<file path="src/rtl/jfm_pkg.sv">
package jfm_pkg;

    localparam int N_TRIB    = 4;
    localparam int TRIB_W    = 2;
    localparam int ALIGN_LEN = 10;
    localparam int HDR1_LEN  = 12;
    localparam int CTRL_LEN  = 4;
    localparam int STUFF_END = 8;

    typedef enum logic [1:0] {
        ST_SET1,
        ST_SET2,
        ST_SET3,
        ST_SET4
    } set_e;

    typedef enum logic [2:0] {
        SL_ALIGN,
        SL_RAI,
        SL_NAT,
        SL_CTRL,
        SL_STUFF,
        SL_DATA
    } slot_e;

endpackage

</file>
<file path="src/rtl/jfm_sequencer.sv">
module jfm_sequencer
    import jfm_pkg::*;
#(
    parameter int SET_BITS = 212,
    localparam int POS_W   = $clog2(SET_BITS)
) (
    input  logic             clk,
    input  logic             rst_n,
    input  logic             step,
    output set_e             cur_set,
    output logic [POS_W-1:0] pos,
    output logic             frame_first
);

    set_e             state_q;
    set_e             state_d;
    logic [POS_W-1:0] pos_q;
    logic             set_end;

    assign set_end = (pos_q == POS_W'(SET_BITS - 1));

    // next set in transmission order
    always_comb begin
        unique case (state_q)
            ST_SET1: state_d = ST_SET2;
            ST_SET2: state_d = ST_SET3;
            ST_SET3: state_d = ST_SET4;
            ST_SET4: state_d = ST_SET1;
        endcase
    end

    // state register: advances only on the last enabled bit of a set
    always_ff @(posedge clk or negedge rst_n) begin
        if (!rst_n) begin
            state_q <= ST_SET1;
        end else if (step && set_end) begin
            state_q <= state_d;
        end
    end

    // bit position inside the current set
    always_ff @(posedge clk or negedge rst_n) begin
        if (!rst_n) begin
            pos_q <= '0;
        end else if (step) begin
            pos_q <= set_end ? '0 : pos_q + 1'b1;
        end
    end

    assign cur_set     = state_q;
    assign pos         = pos_q;
    assign frame_first = (state_q == ST_SET1) && (pos_q == '0);

endmodule

</file>
<file path="src/rtl/jfm_slot_decode.sv">
module jfm_slot_decode
    import jfm_pkg::*;
#(
    parameter int SET_BITS = 212,
    localparam int POS_W   = $clog2(SET_BITS)
) (
    input  set_e              cur_set,
    input  logic [POS_W-1:0]  pos,
    output slot_e             slot,
    output logic [TRIB_W-1:0] trib,
    output logic [3:0]        align_idx
);

    // every field boundary is a multiple of 4, so the tributary is pos mod 4
    assign trib      = pos[TRIB_W-1:0];
    assign align_idx = 4'(ALIGN_LEN - 1) - pos[3:0];

    always_comb begin
        unique case (cur_set)
            ST_SET1: begin
                if (pos < POS_W'(ALIGN_LEN))         slot = SL_ALIGN;
                else if (pos == POS_W'(ALIGN_LEN))   slot = SL_RAI;
                else if (pos < POS_W'(HDR1_LEN))     slot = SL_NAT;
                else                                 slot = SL_DATA;
            end
            ST_SET2, ST_SET3: begin
                if (pos < POS_W'(CTRL_LEN))          slot = SL_CTRL;
                else                                 slot = SL_DATA;
            end
            ST_SET4: begin
                if (pos < POS_W'(CTRL_LEN))          slot = SL_CTRL;
                else if (pos < POS_W'(STUFF_END))    slot = SL_STUFF;
                else                                 slot = SL_DATA;
            end
        endcase
    end

endmodule

</file>
<file path="src/rtl/jfm_stuff_hold.sv">
module jfm_stuff_hold
    import jfm_pkg::*;
(
    input  logic              clk,
    input  logic              rst_n,
    input  logic              capture,
    input  logic [N_TRIB-1:0] req,
    output logic [N_TRIB-1:0] held
);

    always_ff @(posedge clk or negedge rst_n) begin
        if (!rst_n) begin
            held <= '0;
        end else if (capture) begin
            held <= req;
        end
    end

endmodule

</file>
<file path="src/rtl/jfm_bit_mux.sv">
module jfm_bit_mux
    import jfm_pkg::*;
#(
    parameter logic [ALIGN_LEN-1:0] ALIGN_WORD = 10'b1111010000
) (
    input  logic              line_en,
    input  slot_e             slot,
    input  logic [TRIB_W-1:0] trib,
    input  logic [3:0]        align_idx,
    input  logic [N_TRIB-1:0] held,
    input  logic [N_TRIB-1:0] trib_data,
    input  logic              rai_bit,
    input  logic              nat_bit,
    output logic              frame_bit,
    output logic [N_TRIB-1:0] trib_rd
);

    always_comb begin
        frame_bit = 1'b0;
        trib_rd   = '0;
        if (line_en) begin
            unique case (slot)
                SL_ALIGN: frame_bit = ALIGN_WORD[align_idx];
                SL_RAI:   frame_bit = rai_bit;
                SL_NAT:   frame_bit = nat_bit;
                SL_CTRL:  frame_bit = held[trib];
                SL_STUFF: begin
                    if (!held[trib]) begin
                        frame_bit = trib_data[trib];
                        trib_rd   = N_TRIB'(1) << trib;
                    end
                end
                SL_DATA: begin
                    frame_bit = trib_data[trib];
                    trib_rd   = N_TRIB'(1) << trib;
                end
                default: begin
                    frame_bit = 1'b0;
                    trib_rd   = '0;
                end
            endcase
        end
    end

endmodule

</file>
<file path="src/rtl/quad_just_mux.sv">
module quad_just_mux
    import jfm_pkg::*;
#(
    parameter int SET_BITS                     = 212,
    parameter logic [ALIGN_LEN-1:0] ALIGN_WORD = 10'b1111010000,
    localparam int POS_W                       = $clog2(SET_BITS)
) (
    input  logic       clk,
    input  logic       rst_n,
    input  logic       line_en,
    input  logic [3:0] trib_data,
    input  logic [3:0] stuff_req,
    input  logic       rai_bit,
    input  logic       nat_bit,
    output logic       frame_bit,
    output logic       frame_start,
    output logic [3:0] trib_rd
);

    set_e              cur_set;
    logic [POS_W-1:0]  pos;
    logic              frame_first;
    slot_e             slot;
    logic [TRIB_W-1:0] trib;
    logic [3:0]        align_idx;
    logic [N_TRIB-1:0] held;

    jfm_sequencer #(.SET_BITS(SET_BITS)) u_seq (
        .clk         (clk),
        .rst_n       (rst_n),
        .step        (line_en),
        .cur_set     (cur_set),
        .pos         (pos),
        .frame_first (frame_first)
    );

    jfm_slot_decode #(.SET_BITS(SET_BITS)) u_dec (
        .cur_set   (cur_set),
        .pos       (pos),
        .slot      (slot),
        .trib      (trib),
        .align_idx (align_idx)
    );

    jfm_stuff_hold u_hold (
        .clk     (clk),
        .rst_n   (rst_n),
        .capture (line_en && frame_first),
        .req     (stuff_req),
        .held    (held)
    );

    jfm_bit_mux #(.ALIGN_WORD(ALIGN_WORD)) u_mux (
        .line_en   (line_en),
        .slot      (slot),
        .trib      (trib),
        .align_idx (align_idx),
        .held      (held),
        .trib_data (trib_data),
        .rai_bit   (rai_bit),
        .nat_bit   (nat_bit),
        .frame_bit (frame_bit),
        .trib_rd   (trib_rd)
    );

    assign frame_start = line_en && frame_first;

endmodule

</file>
<file path="config.mk">
export PLATFORM = sky130hd
export DESIGN_NAME = quad_just_mux
export DESIGN_NICKNAME = d
export VERILOG_FILES = /design/src/rtl/jfm_pkg.sv /design/src/rtl/jfm_sequencer.sv /design/src/rtl/jfm_slot_decode.sv /design/src/rtl/jfm_stuff_hold.sv /design/src/rtl/jfm_bit_mux.sv /design/src/rtl/quad_just_mux.sv
export SDC_FILE = /design/constraint.sdc
export NUM_CORES = 1
export LEC_CHECK = 0
export BUFFER_PORTS_ARGS = -buffer_cell sky130_fd_sc_hd__buf_4
export CORE_ASPECT_RATIO = 0.5
export CORE_UTILIZATION = 35
export DETAILED_ROUTE_END_ITERATION = 7
export GPL_TIMING_DRIVEN = 1
export HOLD_SLACK_MARGIN = 0.02
export PLACE_DENSITY = 0.52
export SLEW_MARGIN = 20
export SYNTH_ARGS = -nofsm -noshare
export SYNTH_HDL_FRONTEND = slang
export SYNTH_SLANG_ARGS = --single-unit
</file>
<file path="constraint.sdc">
create_clock -name clk -period 4.21 [get_ports clk]
set_input_delay 0.421 -clock clk [delete_from_list [all_inputs] [get_ports clk]]
set_output_delay 0.421 -clock clk [all_outputs]
set_load 0.005 [all_outputs]
</file>
==> impl_metrics.py <==
metrics = {
    "worst_setup_path": {
        "crit_type": "reg -> out",
        "endpoint_kind": "primary output",
        "r2r-start": "u_seq.pos[1]$_DFFE_PN0P_",
        "worstPathArrival_ns": 2.24,
        "required_ns": 3.79,
        "crit_start": "u_seq.cur_set[0]$_DFFE_PN0P_",
        "reg2reg_slack_ns": 2.16,
        "r2r-end": "u_seq.cur_set[0]$_DFFE_PN0P_",
        "start_kind": "flip-flop",
        "cp_max_fo": 4,
        "r2r_cells": 6,
    },
    "detailed_routing": {
        "ant_nets": 0,
        "viasPerCell": 4.78,
        "drtIter0Drc": 34,
        "firstDrtPassIters": 4,
        "wl_um": 2060,
        "wl_per_cell_um": 12.7,
        "num_vias": 775,
        "drcViolationCount": 0,
    },
    "hold_path": {
        "min_from": "stuff_req[1]",
        "min_path_cells": 2,
        "hold_end": "u_hold.held[1]$_DFFE_PN0P_",
        "min_path_type": "in -> reg",
    },
    "global_route": {
        "met2_usage_pct": 23.5,
        "grtUsageMet3_pct": 5.68,
        "grt_pass1_vias": 686,
        "grt_max_degree": 15,
        "grt_use_met1_pct": 19.6,
        "grt_pass1_wl_um": 3300,
        "top_usage_layer": "met2",
        "grtUsageTotal_pct": 14.8,
        "antenna_found_initial": 0,
        "grt_overflow": 0,
    },
    "clock_network": {
        "h-tree-depth": 1,
        "clk_pin_slew_ns": 0.06,
        "cts_buffer_depth": 2,
        "cts_tree": "built",
        "cts_num_sinks": 14,
        "postCtsSetupBuffers": 0,
        "cts_root_buffer": "clkbuf_8",
        "insertion_delay_ns": 0.25,
        "cts_buffers": 3,
    },
    "layout": {
        "final_common_cell": "buf_4",
        "seqCellArea_um2": 350,
        "drive_above_1_share_pct": 27.2,
        "final_cell_mix": "buf_4, dfrtp_1, inv_1, nor2_1, ha_1",
        "final_nets": 150,
        "fillers": 272,
        "final_cells": 162,
        "multi_input_area_um2": 601,
        "utilization_pct": 46.3,
        "antenna_cells": 0,
        "areaGrowthSynthToFinish_pct": 21.2,
    },
    "pwr": {
        "ir_drop_v": 0.000203,
        "p_per_area_nw_per_um2": 429,
        "p_total_mw": 0.533,
        "power_leakage_nw": 0.625,
    },
    "synthesis": {
        "synth.cell_area_um2": 1020,
        "yosys_warnings": 0,
        "ys_seq_elements": 14,
        "syn_inst": 105,
        "synth_seq_area_share_pct": 34.2,
        "postSynth.asyncResetShare_pct": 100,
        "synth_nets": 129,
        "syn_avg_cell_area_um2": 9.76,
        "synth-edff-count": 0,
        "yosys.cell_types.count": 35,
        "synthFlopType": "dfrtp_1",
    },
    "floorplan": {
        "io_pins": 19,
        "die_y_um": 40.3,
        "die_w_um": 78.5,
        "start_util_pct": 38.2,
        "core_um2": 2680,
        "dieArea_um2": 3160,
        "row_count": 13,
    },
    "timing": {
        "fin_crit_ns": 2.66,
        "max_slew.worst_pin.slew_ns": 0.585,
        "final.setup.tns_ns": 0,
        "final-hold-violation-count": 0,
        "period_share_pct": 63.1,
        "final-max-slew-violation-count": 0,
        "skew_ns": 0.00692,
        "setup_violations": 0,
        "fmax_mhz": 376,
        "rsz0062_at_grt": "false",
        "relSlewSlack_pct": 60.6,
    },
    "placement": {
        "gp_congestion": 0.806,
        "port_buffers": 18,
        "hpwlAfterDp_um": 1600,
        "dp.cells": 157,
    },
    "run_status": {
        "outcome": "completed",
    },
    "run": {
        "max-cap-violations": 0,
    },
}
-- cell families after synthesis --
logic type	synth area share [%]
DFF	34.2
adders and majority gates	13.4
muxes	12.3
xor gates and xnor gates	4.27
AOI/OAI and AO/OA	11.4
and+or+nand+nor	17.2
buffers and inverters	7.20
-- Yosys cell counts, drive strengths merged, types with 2 or more instances --
| cell | number | area share (%) |
|---|---|---|
| mux2 | 4 | 4.4 |
| dfrtp | 14 | 34 |
| ha | 11 | 13 |
| nor2 | 12 | 4.4 |
| nand2 | 6 | 2.2 |
| nand3 | 4 | 2.0 |
| and2 | 2 | 1.3 |
| mux4 | 3 | 7.0 |
| a21o | 2 | 1.6 |
| a21oi | 2 | 0.98 |
| inv | 12 | 4.4 |
| clkbuf | 2 | 1.7 |
| o21ai | 4 | 2.0 |
| nor3 | 5 | 3.4 |
| nand2b | 3 | 1.8 |
| o21bai | 2 | 1.5 |
| xor2 | 4 | 3.4 |
-- stage by stage --
stage | setup slack (ns) | instance area [µm²] | hold WS, ns
after floorplan | 2.05 | 1020 | 0.125
after global placement | 1.80 | 1180 | 0.285
after detailed placement | 1.82 | 1180 | 0.284
after CTS | 1.55 | 1240 | 0.401
after global routing | 1.40 | 1240 | 0.398
final | 1.55 | 1240 | 0.406
-- flip-flops by register name, indices dropped and copies added (netlist names) --
signal         cells
u_hold.held        4
u_seq.cur_set      2
u_seq.pos          8
-- area by class of cell --
class                           count  area share (%)
Timing Repair Buffer               19            11.7
Sequential cell                    14            28.2
Clock buffer                        4            4.43
Tap cell                           37            3.73
Multi-Input combinational cell     76            48.3
Inverter                           12            3.63
-- layer usage --
layer  part of all wire (%)  vias to the layer above
met3                    5.9                        2
met2                     42                       22
met1                     52                      351
met4                   0.39                        0
met5                      0                        -
li1                       -                      400
-- power by group --
group	internal (mW)	switching, mW	total [mW]
Sequential	0.156	0.0495	0.206
Clock	0.0829	0.0495	0.132
Combinational	0.104	0.0903	0.194
-- worst max-delay path by stage --
stage | to | slack, ns | cells after the start
5_1_grt | frame_bit | 1.40 | 9
4_1_cts | frame_bit | 1.55 | 8
3_3_place_gp | frame_bit | 1.80 | 7
6_report | frame_bit | 1.55 | 8
2_1_floorplan | frame_bit | 2.05 | 7
3_5_place_dp | frame_bit | 1.82 | 8
-- repair_timing --
action / in CTS / in global routing
hold endpoints to repair: 11 / 0
hold buffers: 1 / 0
resized for setup: 0 / 0
-- worst max-delay path, cell delays in order (launching register included) --
cell and delay, ns:
dfrtp_1 0.38, inv_1 0.13, ha_1 0.30, nor2_1 0.14
nor3_1 0.07, a31oi_1 0.20, mux4_2 0.52, o2bb2ai_1 0.13
buf_4 0.13
Note: power is estimated with default switching activity, not from simulation.
